### src/rtl/spm_pkg.sv
package spm_pkg;
    typedef enum logic {
        ST_IDLE = 1'b0,
        ST_RUN  = 1'b1
    } spm_state_t;
endpackage

### src/rtl/spm_cell.sv
module spm_cell #(
    parameter bit NEG = 1'b0
) (
    input  logic clk,
    input  logic rst_n,
    input  logic step,
    input  logic clr,
    input  logic a_bit,
    input  logic x_bit,
    input  logic s_in,
    output logic s_out
);
    logic s_q, c_q;
    logic pp, op, cin, si, sum, cout;

    always_comb begin
        pp   = a_bit & x_bit;
        op   = NEG ? ~pp : pp;
        // a new frame starts from zero partial sum; the negating cell seeds +1
        cin  = clr ? NEG : c_q;
        si   = clr ? 1'b0 : s_in;
        sum  = op ^ si ^ cin;
        cout = (op & si) | (op & cin) | (si & cin);
    end

    always_ff @(posedge clk or negedge rst_n) begin
        if (!rst_n) begin
            s_q <= 1'b0;
            c_q <= 1'b0;
        end else if (step) begin
            s_q <= sum;
            c_q <= cout;
        end
    end

    assign s_out = s_q;
endmodule

### src/rtl/spm_ctrl.sv
module spm_ctrl
    import spm_pkg::*;
#(
    parameter int L = 16
) (
    input  logic clk,
    input  logic rst_n,
    input  logic start,
    output logic step,
    output logic clr,
    output logic busy,
    output logic valid_q,
    output logic first_q
);
    localparam int CW = $clog2(L + 1);

    spm_state_t    state_q, state_d;
    logic [CW-1:0] cnt_q, cnt_d;

    // state register
    always_ff @(posedge clk or negedge rst_n) begin
        if (!rst_n) begin
            state_q <= ST_IDLE;
            cnt_q   <= '0;
        end else begin
            state_q <= state_d;
            cnt_q   <= cnt_d;
        end
    end

    // next state and step strobes
    always_comb begin
        state_d = state_q;
        cnt_d   = cnt_q;
        step    = 1'b0;
        clr     = 1'b0;
        unique case (state_q)
            ST_IDLE: begin
                if (start) begin
                    step  = 1'b1;
                    clr   = 1'b1;
                    cnt_d = CW'(1);
                    if (L > 1) state_d = ST_RUN;
                end
            end
            ST_RUN: begin
                step = 1'b1;
                if (cnt_q == CW'(L - 1)) begin
                    state_d = ST_IDLE;
                    cnt_d   = '0;
                end else begin
                    cnt_d = cnt_q + CW'(1);
                end
            end
        endcase
    end

    // registered output flags
    always_ff @(posedge clk or negedge rst_n) begin
        if (!rst_n) begin
            valid_q <= 1'b0;
            first_q <= 1'b0;
        end else begin
            valid_q <= step;
            first_q <= clr;
        end
    end

    assign busy = (state_q == ST_RUN);

    // run-length counter used only by the checks below
    logic [CW-1:0] run_q;
    always_ff @(posedge clk or negedge rst_n) begin
        if (!rst_n)       run_q <= '0;
        else if (first_q) run_q <= CW'(1);
        else if (valid_q) run_q <= run_q + CW'(1);
    end

    AST_FRAME_LEN: assert property (@(posedge clk) disable iff (!rst_n)
        (valid_q && !first_q) |-> (run_q < CW'(L)));
    AST_FRAME_END: assert property (@(posedge clk) disable iff (!rst_n)
        $fell(valid_q) |-> (run_q == CW'(L)));
endmodule

### src/rtl/serial_par_mult.sv
module serial_par_mult #(
    parameter int M = 8,
    parameter int N = 8
) (
    input  logic         clk,
    input  logic         rst_n,
    input  logic         op_load,
    input  logic [M-1:0] op_in,
    input  logic         frame_start,
    input  logic         ser_in,
    output logic         prod_bit,
    output logic         prod_valid,
    output logic         prod_first,
    output logic         busy
);
    localparam int L = M + N;

    logic [M-1:0] op_q;
    logic [M-1:0] s_chain;
    logic         step, clr, valid_q, first_q;

    spm_ctrl #(.L(L)) u_ctrl (
        .clk    (clk),
        .rst_n  (rst_n),
        .start  (frame_start),
        .step   (step),
        .clr    (clr),
        .busy   (busy),
        .valid_q(valid_q),
        .first_q(first_q)
    );

    always_ff @(posedge clk or negedge rst_n) begin
        if (!rst_n)                              op_q <= '0;
        else if (op_load && !busy && !frame_start) op_q <= op_in;
    end

    for (genvar i = 0; i < M; i++) begin : g_cell
        logic nb;
        if (i == M - 1) begin : g_top
            assign nb = 1'b0;
        end else begin : g_mid
            assign nb = s_chain[i+1];
        end
        spm_cell #(.NEG(i == M - 1)) u_cell (
            .clk  (clk),
            .rst_n(rst_n),
            .step (step),
            .clr  (clr),
            .a_bit(op_q[i]),
            .x_bit(ser_in),
            .s_in (nb),
            .s_out(s_chain[i])
        );
    end

    assign prod_bit   = valid_q & s_chain[0];
    assign prod_valid = valid_q;
    assign prod_first = first_q;

    AST_OP_HOLD: assert property (@(posedge clk) disable iff (!rst_n)
        busy |=> $stable(op_q));
    AST_FIRST_AFTER_START: assert property (@(posedge clk) disable iff (!rst_n)
        (frame_start && !busy) |=> (prod_first && prod_valid));
    AST_NO_RESTART: assert property (@(posedge clk) disable iff (!rst_n)
        (frame_start && busy) |=> !prod_first);
endmodule

### config.mk
export PLATFORM = sky130hd
export DESIGN_NAME = serial_par_mult
export DESIGN_NICKNAME = d
export VERILOG_FILES = /design/src/rtl/spm_pkg.sv /design/src/rtl/spm_cell.sv /design/src/rtl/spm_ctrl.sv /design/src/rtl/serial_par_mult.sv
export SDC_FILE = /design/constraint.sdc
export NUM_CORES = 1
export LEC_CHECK = 0
export BUFFER_PORTS_ARGS = -buffer_cell sky130_fd_sc_hd__buf_2
export CAP_MARGIN = 20
export CORE_ASPECT_RATIO = 0.5
export CORE_MARGIN = 2
export CORE_UTILIZATION = 37
export DETAILED_ROUTE_END_ITERATION = 12
export PLACE_DENSITY = 0.61
export SYNTH_ARGS = -nofsm -noshare
export SYNTH_HDL_FRONTEND = slang
export SYNTH_SLANG_ARGS = --single-unit
### constraint.sdc
create_clock -name clk -period 1.9 [get_ports clk]
set_input_delay 0.38 -clock clk [delete_from_list [all_inputs] [get_ports clk]]
set_output_delay 0.38 -clock clk [all_outputs]
set_load 0.03 [all_outputs]
## Word-level counts from Yosys, hierarchy flattened

Cells that the tools add are included.

- Logic and storage cells: 113
- Input port bits: 13
- Register bits: 32
- Output and inout port bits: 4

- Eq/ne operators: 2
- Reduce and logical (&&, ||, !) cells: 4
- Add/subtract/negate cells: 1
- Muxes and demuxes: 23
- Bitwise gates (word level): 62

Operator list:

| operator | count |
|---|---|
| $and 1x1->1 | 31 |
| $mux 1 | 18 |
| $xor 1x1->1 | 15 |
| $or 1x1->1 | 14 |
| $mux 5 | 2 |
| $pmux 5 s2 | 1 |
| $add 5x1->5 const B | 1 |
| $eq 5x4->1 const B | 1 |
| $pmux 1 s2 | 2 |
| $logic_and 1x1->1 | 2 |
| $logic_not 1->1 | 2 |
| $ne 2x2->1 const B | 1 |
| $not 1->1 | 2 |

## Depth between registers and ports, before layout

Gate-level depths: netlist of the first run.

- Word-level depth: 6
- Depth in mapped cells: 6
- Mapped depth without buffers: 4

## Modules after synthesis

A second synthesis of the first run with hierarchy kept.

- Cells, all modules: 112
- Area, all modules: 1605.3 sq um

Modules (own cells, without submodules):

| module | instances | area an instance (sq um) | cells each | sequential area each (sq um) |
|---|---|---|---|---|
| spm_cell at g_cell[0].u_cell ... | 7 | 118.9 | 8 | 50.0 |
| spm_ctrl | 1 | 345.3 | 29 | 200.2 |
| serial_par_mult | 1 | 319.1 | 19 | 200.2 |
| spm_cell at g_cell[7].u_cell | 1 | 108.9 | 8 | 50.0 |

## Worst setup path before layout of the first run

Ideal clock, no wire load.

- Kind: register to register
- From: register u_ctrl.state_q, in the netlist u_ctrl.busy
- To: register g_cell[1].u_cell.s_q
- Path slack: -0.162 ns
- Setup time: 0.125 ns
- Period minus slack after synthesis: 2.062 ns
- Cell stages (with the launch flop): 7
- Arrival time: 1.937 ns
- Required time: 1.775 ns
- Path buffers: 2
- Cells stage by stage: dfrtp_1 buf_6 nand2b_1 clkbuf_1 and2_1 fa_1 mux2_4

- Cells in the longest elaborated chain, start to end: 4
- Elaborated cells between the ends (all ways): 7
- Classes of those cells: 4 x mux; 3 x bitwise

RTL lines:

| element | line | text |
|---|---|---|
| start, declared | spm_ctrl.sv:17 | `spm_state_t state_q, state_d;` |
| start signal, assigned | spm_ctrl.sv:26 | `state_q <= state_d;` |
| $mux 1 (*) | spm_ctrl.sv:37 | `unique case (state_q)` |
| $mux 1 | spm_cell.sv:21 | `si = clr ? 1'b0 : s_in;` |
| $xor 1x1->1 | spm_cell.sv:22 | `sum = op ^ si ^ cin;` |
| $xor 1x1->1 (*) | spm_cell.sv:22 |  |
| net g_cell[1].u_cell.sum | spm_cell.sv:14 | `logic pp, op, cin, si, sum, cout;` |
| end signal, assigned | spm_cell.sv:31 | `s_q <= sum;` |
| end, declared | spm_cell.sv:13 | `logic s_q, c_q;` |

Mark *: on every way through the listed nets, which the timed path passes. The rest lies on a longest branch.
A chain may end at the register's enable or synchronous reset.

## Worst setup path after layout of the first run

- From: register u_ctrl.state_q, in the netlist u_ctrl.busy
- To: register g_cell[5].u_cell.s_q

- Cells in the longest elaborated chain, start to end: 4
- Elaborated cells between the ends (all ways): 7
- Classes of those cells: 4 x mux; 3 x bitwise

RTL lines:

| element | line |
|---|---|
| $mux 1 (*) | spm_ctrl.sv:37 |
| $mux 1 | spm_cell.sv:21 |
| $xor 1x1->1 | spm_cell.sv:22 |
| $xor 1x1->1 (*) | spm_cell.sv:22 |
| net g_cell[5].u_cell.sum | spm_cell.sv:14 |
| end signal, assigned | spm_cell.sv:31 |
| end, declared | spm_cell.sv:13 |

Marked as above.

==> out/results.ini, run 1 <==
[status]
outcome=complete, no violations

[sta]
period_share_pct=88.6
holdWs_ns=0.0391
setup_viol=0
min_period_ns=1.68
fin_ws_ns=0.216
worst_pin_slew_ns=0.460
fmax_mhz=594
slew_viol_final=0
clock-skew-final_ns=0.00622
final_hold_viol_count=0
slew_headroom_pct=69.3
rsz0062_at_grt=no
finalSetupTns_ns=0

[logic_synthesis]
synth_edf_count=0
avgSynthCellArea_um2=14.0
netlist_top_cells_area=dfrtp_1 49%, mux2_4 14%, fa_1 8.6%, and2_1 8.5%, mux2_2 6.2%
yosys-top-cells-count=32 x dfrtp_1, 22 x and2_1, 15 x mux2_4, 9 x mux2_2, 7 x fa_1
synth_top_area_cell=dfrtp_1
synth_fp_nets=138
yosysSeqAreaShare_pct=49.2
synth_area_um2=1630
synth_warnings=0
yosys.cell_count.top_type=dfrtp_1
ys.flop_type=dfrtp_1
syn-instance-count=116
ys_ff_latch=32
synth_top_area_share_pct=49.2
synthArstFlopShare_pct=100
yosys.cell_types.count=24

[layout]
fin_cells=192
nNetsFinal=159
diodes=0
final_core_util_pct=45.8
drive_gt1_share_pct=42.0
area_growth_pct=14.2

[worst_setup_path]
critPathArrivalTime_ns=1.85
worst-path-max-fanout=18
cp_slowest_cell=fa_1
crit_type=reg2reg
path_buf_inv=0
crit_family=adder cells
cp_slowest_stage_delay_ns=0.46
end_kind=flip-flop
worstPathRequired_ns=2.07
cp-start-kind=flip-flop
crit_chain=nand2b_4, and2_1, fa_1, mux2_2

[cts]
root_buffer=clkbuf_8
ctsResizeCount=0
post_cts_buffers=0
cts_num_sinks=32
clkTransAtPathRegs_ns=0.07
numCtsBuffers=5
clock_latency_ns=0.28
cts_hold_buf=0
htreeDepth=2
cts_buffer_depth=2
tritoncts=yes

[global_route]
gr-total-overflow=0
globalRouteTotalUtil_pct=12.0
antenna_found_initial=0
grt_pass1_wl_um=4500
grt_max_degree=21
grt_pass1_vias=930

[place]
dp.cells=184
globalplace.congestion=0.743
dp_hpwl_um=1730
port_buffers=16
pre_cts_slack_ns=0.175

[routing]
final_antenna_net_count=0
totalWireLength_um=2510
drt_iter0_drc=38
num_vias=916
wl_per_cell_um=13.1
routed_via_density=4.77
firstDrtPassIters=4
drc_errors=0

[die]
rows=16
die_h_um=50.9
die_area_um2=4980
ios=17
die_w_um=97.8
core_area_um2=4060
start_util_pct=40.1

[run]
cap_violations=0

[power]
peakVddDrop_uv=473
leakage_nw=0.870
pwr_density_cell_nw_per_um2=1690

[min_path]
hold_path_class=in2async

==> worst register-to-register path: cells and delay by family, from the launching register on <==
family / cells / cell delay, ns
fa+ha+maj: 1 / 0.46
simple gates: 2 / 0.43
flops: 1 / 0.42
mux: 1 / 0.27
==> power breakdown <==
group	internal (mW)	switching [mW]
clock	0.389	0.256
combinational	0.795	0.538
sequential	1.01	0.164
==> layout make-up <==
cell class	instances	area, µm²
Multi-Input combinational cell	77	772
Timing Repair Buffer	19	103
Fill cell	384	2200
Tap cell	54	67.6
Clock inverter	2	35.0
Inverter	2	7.51
Clock buffer	6	72.6
Sequential cell	32	802
==> layout by cell type (no fill, tap or decap) <==
cell       instances
mux2_2             9
ha_1               2
dfrtp_2            1
or2b_2             1
bufinv_16          1
fa_1               7
a41oi_1            1
buf_2             16
mux2_4            15
inv_1              2
nand3_1            2
clkbuf_1           1
a22o_2             1
and2_1            21
xor2_1             1
o211ai_1           1
o21ai_0            2
nand2b_4           1
or3b_2             1
o22ai_1            1
clkinv_2           1
dfrtp_1           31
and2_4             2
nor2_2             1
nand2b_1           1
buf_4              3
clkbuf_8           5
nor2_1             1
nand2_1            6
==> per-layer routing <==
layer	vias to the layer above	share of wire [%]	GRT usage, %
met2	16	46	18.3
met1	469	49	15.5
met3	3	3.3	3.69
met5	-	0	0
met4	0	1.2	6.94
li1	428	-	-
==> worst paths after layout <==
| path | startpoint | end | slack [ns] | cells past startpoint |
|---|---|---|---|---|
| max | u_ctrl.busy$_DFF_PN0_ | g_cell[5].u_cell.s_out$_DFFE_PN0P_ | 0.22 | 4 |
| min | rst_n | op_q[7]$_DFFE_PN0P_ | 0.04 | 1 |
| max reg2reg | u_ctrl.busy$_DFF_PN0_ | g_cell[5].u_cell.s_out$_DFFE_PN0P_ | 0.22 | 4 |
| min reg2reg | g_cell[3].u_cell.c_q$_DFFE_PN0P_ | g_cell[3].u_cell.c_q$_DFFE_PN0P_ | 0.49 | 1 |
| max in group asynchronous | rst_n | g_cell[3].u_cell.s_out$_DFFE_PN0P_ | 1.31 | 2 |
| min in group clk | op_in[0] | op_q[0]$_DFFE_PN0P_ | 0.32 | 2 |
==> cells by family after synthesis <==
kind of cell,after synthesis,synth area share [%]
muxes,24,20.1
AOI/OAI and AO/OA,6,2.61
adders and majority gates,9,10.1
buffers and inverters,7,4.00
xor gates and xnor gates,1,0.538
DFF,32,49.2
and+or+nand+nor,37,13.5
==> metrics by stage <==
stage / total power, mW / instance area, µm²
final: 3.15 / 1860
after global routing: 3.41 / 1860
after CTS: 3.20 / 1860
after detailed placement: 2.54 / 1750
after global placement: 2.48 / 1750
after floorplan: 2.32 / 1650
==> registers in the layout (all words and copies together) (netlist names) <==
name                 cells
u_ctrl.busy              1
g_cell.u_cell.s_out      8
u_ctrl.cnt_q             5
op_q                     8
g_cell.u_cell.c_q        8
u_ctrl.valid_q           1
u_ctrl.first_q           1
Power figures use the tool's default switching activity.
==> run 2: changes to the inputs <==
--- a/config.mk
+++ b/config.mk
@@ -6,12 +6,12 @@
 export NUM_CORES = 1
 export LEC_CHECK = 0
 export BUFFER_PORTS_ARGS = -buffer_cell sky130_fd_sc_hd__buf_2
-export CAP_MARGIN = 20
+export CAP_MARGIN = 15
 export CORE_ASPECT_RATIO = 0.5
 export CORE_MARGIN = 2
 export CORE_UTILIZATION = 37
 export DETAILED_ROUTE_END_ITERATION = 12
-export PLACE_DENSITY = 0.61
+export PLACE_DENSITY = 0.59
 export SYNTH_ARGS = -nofsm -noshare
 export SYNTH_HDL_FRONTEND = slang
 export SYNTH_SLANG_ARGS = --single-unit
==> constraint.sdc (replaced) <==
create_clock -name clk -period 1.7 [get_ports clk]
set_input_delay 0.34 -clock clk [delete_from_list [all_inputs] [get_ports clk]]
set_output_delay 0.34 -clock clk [all_outputs]
set_load 0.03 [all_outputs]
==> out/results.ini, run 2 (synthesized netlist as in run 1, its figures left out) <==
[status]
outcome=complete, no violations

[die]
core_area_um2=4060
die_area_um2=4980
die_w_um=97.8
rows=16
ios=17
start_util_pct=40.1
die_h_um=50.9

[global_route]
globalRouteTotalUtil_pct=11.7
gr-total-overflow=0
grt_pass1_wl_um=4410
grt_pass1_vias=938
grt_max_degree=19
antenna_found_initial=0

[power]
pwr_density_cell_nw_per_um2=1850
p_comb_share_pct=45.4
pwr-share-seq_pct=37.0
design_power_total_mw=3.56
peakVddDrop_uv=517
switchingPower_mw=1.07
power_frac_clock_pct=17.6
p_sw_share_pct=30.2
p_int_mw=2.48
leakage_nw=0.907

[cts]
numCtsBuffers=5
clock_latency_ns=0.28
clkTransAtPathRegs_ns=0.07
cts_num_sinks=32
tritoncts=yes
root_buffer=clkbuf_8
cts_buffer_depth=2
htreeDepth=2

[worst_setup_path]
crit_family=adder cells
worst-path-max-fanout=9
cp-start-kind=flip-flop
critPathArrivalTime_ns=1.78
worstPathRequired_ns=1.87
r2r_slack_ns=0.09
path_buf_inv=0
crit_chain=nand2b_4, and2_1, fa_2, mux2_4
reg2reg_to=g_cell[1].u_cell.s_out$_DFFE_PN0P_
rr_worst_depth=4
end_kind=flip-flop
crit_type=reg2reg
cp_slowest_cell=fa_2
cp_slowest_stage_delay_ns=0.44
r2r-start=u_ctrl.busy$_DFF_PN0_

[layout]
final_common_cell=dfrtp_1
drive_gt1_share_pct=46.8
area_growth_pct=17.9
fillers=369
final_cell_mix=31 x dfrtp_1, 17 x and2_1, 17 x mux2_4
diodes=0
nNetsFinal=163
final_core_util_pct=47.2

[routing]
routed_via_density=4.69
drt_iter0_drc=29
wl_met2_um=1110
wl_met3_um=83
totalWireLength_um=2600
wl_per_cell_um=13.3
drc_errors=0
final_antenna_net_count=0
met1_length_um=1350
num_vias=915
top_layer=met4
firstDrtPassIters=2

[sta]
min_period_ns=1.61
rsz0062_at_grt=no
slew_viol_final=0
final_hold_viol_count=0
slew_headroom_pct=74.3
clock-skew-final_ns=0.00316
finalSetupTns_ns=0
period_share_pct=94.9
worst_pin_slew_ns=0.386
setup_viol=0
fmax_mhz=620

[min_path]
hold_depth=2
hold_path.startpoint=op_in[5]
min_to=op_q[5]$_DFFE_PN0P_
hold_path_class=in2reg

[run]
cap_violations=0

[place]
port_buffers=16
dp_hpwl_um=1690
globalplace.congestion=0.727

[run 2: changes by cell type in the layout (fill, tap and decap cells not counted), sizes merged]
cell / change
dlygate4sd3: +1
buf: +2
clkinv: -1
nand2b: +1
clkbuf: +1
bufinv: -1
[run 2: per-stage QoR]
step	setup WS (ns)	area (µm²)	hold WS, ns	instances
after floorplan	-0.173	1670	0.0444	116
after global placement	0.0322	1790	0.276	185
after detailed placement	0.00606	1790	0.283	185
after CTS	0.0313	1900	0.280	193
after global routing	0.0189	1920	0.283	195
final	0.0859	1920	0.289	195
[run 2: layer usage]
metal | global-route usage (%) | up-vias
met4 | 6.25 | 0
li1 | - | 434
met1 | 15.6 | 461
met2 | 17.4 | 13
met3 | 3.69 | 7
met5 | 0 | -
[run 2: power groups by stage]
stage	clock [mW]	combinational [mW]	sequential, mW
4_1_cts	0.647	1.62	1.32
3_3_place_gp	0	1.55	1.32
5_1_grt	0.678	1.81	1.37
2_1_floorplan	0	1.37	1.32
6_report	0.627	1.62	1.32
3_5_place_dp	0	1.61	1.33
[run 2: worst max path at each step]
| stage | slack (ns) | cells after the start | start | endpoint |
|---|---|---|---|---|
| CTS | 0.03 | 4 | u_ctrl.busy$_DFF_PN0_ | g_cell[1].u_cell.s_out$_DFFE_PN0P_ |
| finish | 0.09 | 4 | u_ctrl.busy$_DFF_PN0_ | g_cell[1].u_cell.s_out$_DFFE_PN0P_ |
| floorplan | -0.17 | 6 | u_ctrl.busy$_DFF_PN0_ | g_cell[2].u_cell.s_out$_DFFE_PN0P_ |
| global route | 0.02 | 4 | u_ctrl.busy$_DFF_PN0_ | g_cell[1].u_cell.s_out$_DFFE_PN0P_ |
| detailed placement | 0.006 | 5 | frame_start | g_cell[1].u_cell.s_out$_DFFE_PN0P_ |
| global placement | 0.03 | 5 | frame_start | g_cell[0].u_cell.s_out$_DFFE_PN0P_ |
[run 2: layout make-up]
type,instances,area [µm²],area share [%]
tap,54,67.6,3.52
timing repair buffer,22,140,7.30
clock buffer,7,96.3,5.02
multi-input combinational,78,806,42.0
inverter,2,7.51,0.391
sequential,32,802,41.8
[run 2: what timing repair did]
action                                  CTS  global route
buffers inserted                          0             1
endpoints found under the setup margin    0             5
hold buffers                              1             0
resized for setup                         0             1
endpoints found under the hold margin    14             0
